<file path="src/rtl/eow_pkg.sv">
`timescale 1ns/1ps
package eow_pkg;
  typedef enum logic [1:0] {
    M_CPL  = 2'd0,
    M_TGL  = 2'd1,
    M_SUCC = 2'd2,
    M_SUC3 = 2'd3
  } meth_e;

  typedef enum logic [1:0] {
    S_IDLE  = 2'd0,
    S_ISSUE = 2'd1,
    S_WAIT  = 2'd2
  } st_e;
endpackage

</file>
<file path="src/rtl/eow_timer.sv">
`timescale 1ns/1ps
module eow_timer #(
  parameter int CW = 8
) (
  input  logic          clk,
  input  logic          rst_n,
  input  logic          clr,
  input  logic          run,
  input  logic [CW-1:0] limit,
  output logic          expired
);
  logic [CW-1:0] age;

  function automatic logic reached(input logic [CW-1:0] a, input logic [CW-1:0] l);
    return a >= l;
  endfunction

  always_ff @(posedge clk) begin
    if (!rst_n)                      age <= '0;
    else if (clr)                    age <= '0;
    else if (run && !reached(age, limit)) age <= age + 1'b1;
  end

  assign expired = reached(age, limit);
endmodule

</file>
<file path="src/rtl/eow_judge.sv">
`timescale 1ns/1ps
module eow_judge import eow_pkg::*; #(
  parameter int DW = 8
) (
  input  logic          clk,
  input  logic          rst_n,
  input  logic          clr,
  input  logic          rsp_valid,
  input  logic [DW-1:0] rsp_data,
  input  meth_e         meth,
  input  logic [DW-1:0] ref_data,
  output logic          settle_hit,
  output logic          data_ok
);
  localparam int CPL_BIT = DW - 1;
  localparam int TGL_BIT = DW - 2;

  logic [DW-1:0] prev_q;
  logic          have_prev;

  function automatic logic settled(input meth_e m, input logic [DW-1:0] cur,
                                   input logic [DW-1:0] prv, input logic hv,
                                   input logic [DW-1:0] ref_b);
    case (m)
      M_CPL:   return cur[CPL_BIT] == ref_b[CPL_BIT];
      M_TGL:   return hv && (cur[TGL_BIT] == prv[TGL_BIT]);
      default: return hv && (cur == prv);
    endcase
  endfunction

  always_ff @(posedge clk) begin
    if (!rst_n) begin
      prev_q    <= '0;
      have_prev <= 1'b0;
    end else if (clr) begin
      have_prev <= 1'b0;
    end else if (rsp_valid) begin
      prev_q    <= rsp_data;
      have_prev <= 1'b1;
    end
  end

  assign settle_hit = rsp_valid && settled(meth, rsp_data, prev_q, have_prev, ref_data);
  assign data_ok    = (rsp_data == ref_data);
endmodule

</file>
<file path="src/rtl/eow_poller.sv">
`timescale 1ns/1ps
module eow_poller import eow_pkg::*; #(
  parameter int AW            = 19,
  parameter int DW            = 8,
  parameter int SECT_LIMIT    = 1000000,
  parameter int CHIP_LIMIT    = 5000000,
  parameter int CONFIRM_READS = 2
) (
  input  logic          clk,
  input  logic          rst_n,
  input  logic          start,
  input  logic [1:0]    method,
  input  logic          long_op,
  input  logic [AW-1:0] target_addr,
  input  logic [DW-1:0] expect_data,
  output logic          rd_req,
  output logic [AW-1:0] rd_addr,
  input  logic          rd_valid,
  input  logic [DW-1:0] rd_data,
  output logic          busy,
  output logic          done,
  output logic          pass,
  output logic          timeout
);
  localparam int LIM_MAX = (CHIP_LIMIT > SECT_LIMIT) ? CHIP_LIMIT : SECT_LIMIT;
  localparam int CW      = $clog2(LIM_MAX + 1);
  localparam int CFW     = $clog2(CONFIRM_READS + 1);

  st_e           st;
  meth_e         meth_q;
  logic [DW-1:0] exp_q;
  logic [AW-1:0] addr_q;
  logic [CW-1:0] lim_q;
  logic          confirming;
  logic [CFW-1:0] cf_cnt;
  logic          cf_bad;
  logic          done_q, pass_q, tmo_q;

  logic accept, expired, settle_hit, data_ok, tmo_now, cf_last, rsp_in;

  assign accept  = (st == S_IDLE) && start;
  assign busy    = (st != S_IDLE);
  assign tmo_now = !confirming && expired;
  assign cf_last = (cf_cnt == CFW'(CONFIRM_READS - 1));
  assign rsp_in  = rd_valid && (st == S_WAIT);

  eow_timer #(.CW(CW)) u_timer (
    .clk(clk), .rst_n(rst_n), .clr(accept), .run(busy),
    .limit(lim_q), .expired(expired)
  );

  eow_judge #(.DW(DW)) u_judge (
    .clk(clk), .rst_n(rst_n), .clr(accept), .rsp_valid(rsp_in),
    .rsp_data(rd_data), .meth(meth_q), .ref_data(exp_q),
    .settle_hit(settle_hit), .data_ok(data_ok)
  );

  always_ff @(posedge clk) begin
    if (!rst_n) begin
      st <= S_IDLE; meth_q <= M_CPL; exp_q <= '0; addr_q <= '0; lim_q <= '0;
      confirming <= 1'b0; cf_cnt <= '0; cf_bad <= 1'b0;
      done_q <= 1'b0; pass_q <= 1'b0; tmo_q <= 1'b0;
    end else begin
      done_q <= 1'b0;
      case (st)
        S_IDLE: if (start) begin
          meth_q     <= meth_e'(method);
          exp_q      <= expect_data;
          addr_q     <= target_addr;
          lim_q      <= long_op ? CW'(CHIP_LIMIT) : CW'(SECT_LIMIT);
          confirming <= 1'b0;
          cf_cnt     <= '0;
          cf_bad     <= 1'b0;
          pass_q     <= 1'b0;
          tmo_q      <= 1'b0;
          st         <= S_ISSUE;
        end
        S_ISSUE: begin
          if (tmo_now) begin
            st <= S_IDLE; done_q <= 1'b1; tmo_q <= 1'b1; pass_q <= 1'b0;
          end else begin
            st <= S_WAIT;
          end
        end
        S_WAIT: if (rd_valid) begin
          if (confirming) begin
            if (cf_last) begin
              st <= S_IDLE; done_q <= 1'b1; pass_q <= !cf_bad && data_ok;
            end else begin
              cf_cnt <= cf_cnt + 1'b1;
              cf_bad <= cf_bad | !data_ok;
              st     <= S_ISSUE;
            end
          end else if (settle_hit) begin
            if (data_ok) begin
              st <= S_IDLE; done_q <= 1'b1; pass_q <= 1'b1;
            end else begin
              confirming <= 1'b1;
              st         <= S_ISSUE;
            end
          end else begin
            st <= S_ISSUE;
          end
        end
        default: st <= S_IDLE;
      endcase
    end
  end

  assign rd_req  = (st == S_ISSUE) && !tmo_now;
  assign rd_addr = addr_q;
  assign done    = done_q;
  assign pass    = pass_q;
  assign timeout = tmo_q;
endmodule

</file>
<file path="config.mk">
export PLATFORM = sky130hd
export DESIGN_NAME = eow_poller
export DESIGN_NICKNAME = d
export VERILOG_FILES = /design/src/rtl/eow_pkg.sv /design/src/rtl/eow_timer.sv /design/src/rtl/eow_judge.sv /design/src/rtl/eow_poller.sv
export SDC_FILE = /design/constraint.sdc
export NUM_CORES = 1
export LEC_CHECK = 0
export ABC_AREA = 0
export ABC_CLOCK_PERIOD_IN_PS = 7500
export BUFFER_PORTS_ARGS = -buffer_cell sky130_fd_sc_hd__buf_4
export CAP_MARGIN = 20
export CORE_ASPECT_RATIO = 1.2
export CORE_MARGIN = 4
export CORE_UTILIZATION = 50
export CTS_BUF_LIST = sky130_fd_sc_hd__clkbuf_4
export DETAILED_ROUTE_END_ITERATION = 10
export PLACE_DENSITY = 0.83
export SKIP_LAST_GASP = 1
export SLEW_MARGIN = 20
export SYNTH_ARGS = -nofsm -noshare
export SYNTH_HDL_FRONTEND = slang
export SYNTH_HIERARCHICAL = 1
export SYNTH_SLANG_ARGS = --single-unit
</file>
<file path="constraint.sdc">
create_clock -name clk -period 7.5 [get_ports clk]
set_input_delay 1.875 -clock clk [delete_from_list [all_inputs] [get_ports clk]]
set_output_delay 1.875 -clock clk [all_outputs]
set_load 0.005 [all_outputs]
</file>
==> metrics.md <==
| Metric | Value |
|---|---|
| CP cell instances | inv_1 -> ha_1 -> nand4_1 -> nor4_1 -> nand2_1 -> and4_1 -> o21ai_0 -> nor2b_1 -> nor2b_1 -> buf_4 |
| Fin. Hold Viols | 0 |
| Port buffer count | 65 |
| Post-DP HPWL | 7021 um |
| Avg Synthesized Cell Area | between 8 and 9 um^2 |
| IO Count | 66 |
| Worst EP required | 5.62 ns |
| Synthesized cell area | slightly above 0.004 mm^2 |
| CTS H-Tree Depth | 3 |
| Final setup skew | between 0.015 and 0.02 ns |
| Period utilization | about two thirds |
| Critical path startpoint | lim_q[19] |
| Share of cells above drive strength 1 | 18.05% |
| FMAX | between 0.2 and 0.25 GHz |
| Worst min path class | flip-flop to flip-flop |
| Clk_lat worst skew | 0.44 ns |
| Initial antenna violation count | 0 |
| Reg-to-reg endpoint | pass |
| Post-CTS setup repair buffer count | 0 |
| Leak | about 1.9 nW |
| CTS tree | done |
| Cells after DPL | about 640 |
| Worst-margin pin slew | 0.9834 ns |
| Ys flop type | dfxtp_1 |
| Tmin final | between 4 and 5 ns |
| Crit path to | rd_req |
| Crit start category | flip-flop |
| Finished Layout Cells | about 660 |
| Longest Clk Path Bufs | 2 |
| Routed vias/inst | 5.732 |
| Pin count of the biggest net entering global routing | 42 |
| Clock root cell | clkbuf_4 |
| Worst endpoint data arrival time | 3.04 ns |
| Worst-path clk slew | about 0.13 ns |
| PD cells | between 200 and 250 mW/mm^2 |
| WS Path Type | flip-flop to output pin |
| Setup tns final | 0 ns |
| Drt wl/cell | ~14 um |
| RSZ-0062 raised after global routing | false |
| First-pass GRT wire length | approximately 16000 um |
| WL final | 9405 um |
| CTS hold repair buffers | 0 |
| DRC viols | 0 |
| Full die area | 0.009673 mm^2 |
| Max stage delay on crit path | about 0.55 ns |
| Post-synth cell types | 60 |
| Initial drt markers | about 160 |
| Initial Utilization | 52.33% |
| Rows | 35 |
| Placed instance area | 0.004611 mm^2 |
| First drt pass iteration count | 4 |
| Worst slack at placement | about 3.2 ns |
| Status | completed |
| Core area | just under 0.008 mm^2 |
| Clock Sink Count | 73 |
| Area grow syn2layout | 16.72% |
| Crit-path max FO | 6 |
| Crit end category | output pin |
| Critical-path top delay cell | nor4_1 |
| FF-to-FF path depth | 11 |
| FF+latch count, synth | 73 |
| Vias in the first global route | around 3600 |
| Max-slew violation count | 0 |
| Die H | roughly 110 um |
| Ys async rst share | 0% |
| Diode count | 0 |
| CP dominant cell by count | nor2b_1 |
| Total of max-cap violations | 0 |
| Slew HR | between 30% and 40% |
| VDD IR max | approximately 130 uV |
| Reg2reg setup slack | 4.41 ns |
| EDFF count, synth | 0 |
| Post-route ant nets | 0 |
| Finished Cell Area | 0.004761 mm^2 |
| Min setup slack post-route | roughly 2.6 ns |
| Synthesis warning total | 6 |
| Count of cells resized by post-cts repair | 0 |
| Final core occ | about three fifths |
| Vias | approximately 3800 |
| Mapped Cells | 493 |
| Worst reg2reg path startpoint | lim_q[19] |
| Total global routing overflow | 0 |
| # setup viols final | 0 |
| GRT Total Usage | about a fifth |
| Final net count | between 600 and 700 |
| CTS buffer count | 9 |
| Die width | 90.45 um |
| Final GP Congestion | ~0.93 |
| Register area share after synthesis | between 30% and 40% |
registers in the layout (all words and copies together), names as in the netlist:
register,cells
cf_cnt,2
st,2
lim_q,3
confirming,1
cf_bad,1
done,1
u_judge/have_prev,1
u_judge/prev_q,8
timeout,1
meth_q,2
u_timer/age,23
pass,1
rd_addr,19
exp_q,8
synthesized netlist by cell type, types with 2 or more instances:
cell type | instances | area share (%)
inv_2 | 3 | 0.28
a21o_1 | 2 | 0.37
xnor2_1 | 9 | 1.9
or4_1 | 9 | 1.7
xor2_1 | 7 | 1.5
and4_1 | 3 | 0.64
nand2b_1 | 6 | 0.92
nand4_2 | 2 | 0.61
or4b_1 | 5 | 1.2
nand4_1 | 15 | 2.3
buf_6 | 2 | 0.55
inv_1 | 33 | 3.0
o21a_1 | 2 | 0.37
o311ai_0 | 3 | 0.64
o41ai_1 | 9 | 1.9
nor2_1 | 16 | 1.5
buf_2 | 4 | 0.49
and2_1 | 2 | 0.31
mux2i_1 | 9 | 2.2
nor4_1 | 5 | 0.77
nor2b_1 | 13 | 2.0
dfxtp_1 | 73 | 36
nand3b_1 | 2 | 0.37
buf_1 | 5 | 0.46
and3_1 | 2 | 0.31
a31o_2 | 2 | 0.43
buf_4 | 3 | 0.55
or3_1 | 2 | 0.31
or3b_1 | 3 | 0.64
o31ai_1 | 11 | 2.0
nand3_1 | 9 | 1.1
ha_1 | 30 | 9.2
o21ai_0 | 10 | 1.2
nor3_1 | 2 | 0.25
clkbuf_1 | 7 | 0.64
nand2_1 | 89 | 8.2
a21oi_1 | 61 | 7.5
area by class of cell:
type,instances,area (um^2)
Inverter,36,135.1
Tap cell,92,115.1
Multi-Input combinational cell,374,2410
Clock buffer,9,67.56
Clock inverter,7,76.32
Sequential cell,73,1461
Fill cell,674,3034
Timing Repair Buffer,66,495.5
logic make-up after synthesis:
family | share of synthesized area [%]
buf+inv | 6.350
flops | 35.83
compound gates | 17.02
xor+xnor | 3.436
mux | 2.577
other cells | 0.09194
simple gates | 25.49
fa+ha+maj | 9.202
worst max-delay path: cells and delay by family, from the launching register on:
| kind | cells | cell delay (ns) |
|---|---|---|
| compound gates | 1 | 0.10 |
| simple gates | 6 | 1.52 |
| flops | 1 | 0.44 |
| buf+inv | 2 | 0.22 |
| fa+ha+maj | 1 | 0.32 |
how the worst min path moves through the flow:
stage / start / end / slack, ns / cells past startpoint
after floorplan: cf_cnt[1] / cf_cnt[1] / 0.43 / 2
after global placement: cf_cnt[1] / cf_cnt[1] / 0.44 / 2
after detailed placement: cf_cnt[1] / cf_cnt[1] / 0.44 / 2
after CTS: cf_cnt[1] / cf_cnt[1] / 0.46 / 2
after global routing: cf_cnt[1] / cf_cnt[1] / 0.49 / 2
final: cf_cnt[1] / cf_cnt[1] / 0.46 / 2
cell usage in the layout, fill, tap and decap left out, types with 3 or more instances in the layout:
cell type / netlist / final
or4_1: 9 / 9
inv_1: 33 / 33
conb_1: 1 / 13
xnor2_1: 9 / 9
xor2_1: 7 / 7
or3b_1: 3 / 3
nor2b_1: 13 / 13
nand3_1: 9 / 9
nor4_1: 5 / 5
ha_1: 30 / 30
or4b_1: 5 / 5
nand2_1: 89 / 89
nand2b_1: 6 / 6
a21oi_1: 61 / 61
o311ai_0: 3 / 3
inv_2: 3 / 3
o41ai_1: 9 / 9
o21ai_0: 10 / 10
clkbuf_4: 0 / 9
dfxtp_1: 73 / 73
mux2i_1: 9 / 9
o31ai_1: 11 / 11
buf_4: 3 / 66
and4_1: 3 / 3
nor2_1: 16 / 15
nand4_1: 15 / 15
power breakdown:
part / internal [W] / switching [W]
Clock: 0.000104 / 0.000150
Combinational: 0.000133 / 0.000192
Sequential: 0.000430 / 0.0000299
metrics by stage:
step | hold slack (ns) | total power (W)
6_report | 0.4611 | 0.001039
5_1_grt | 0.4885 | 0.001108
4_1_cts | 0.4623 | 0.001044
3_5_place_dp | 0.4446 | 0.0007919
3_3_place_gp | 0.4386 | 0.0007758
2_1_floorplan | 0.4319 | 0.0006948
routing by layer:
| metal | share of wire [%] | track usage (%) | up-vias | wire, um |
|---|---|---|---|---|
| li1 | - | - | 1864 | - |
| met1 | 40 | 21.60 | 1758 | 3766 |
| met2 | 51 | 36.36 | 117 | 4791 |
| met3 | 6.2 | 4.281 | 27 | 580 |
| met4 | 2.8 | 10.61 | 0 | 267 |
| met5 | 0 | 0 | - | 0 |
Note: power is estimated with default switching activity, not from simulation.
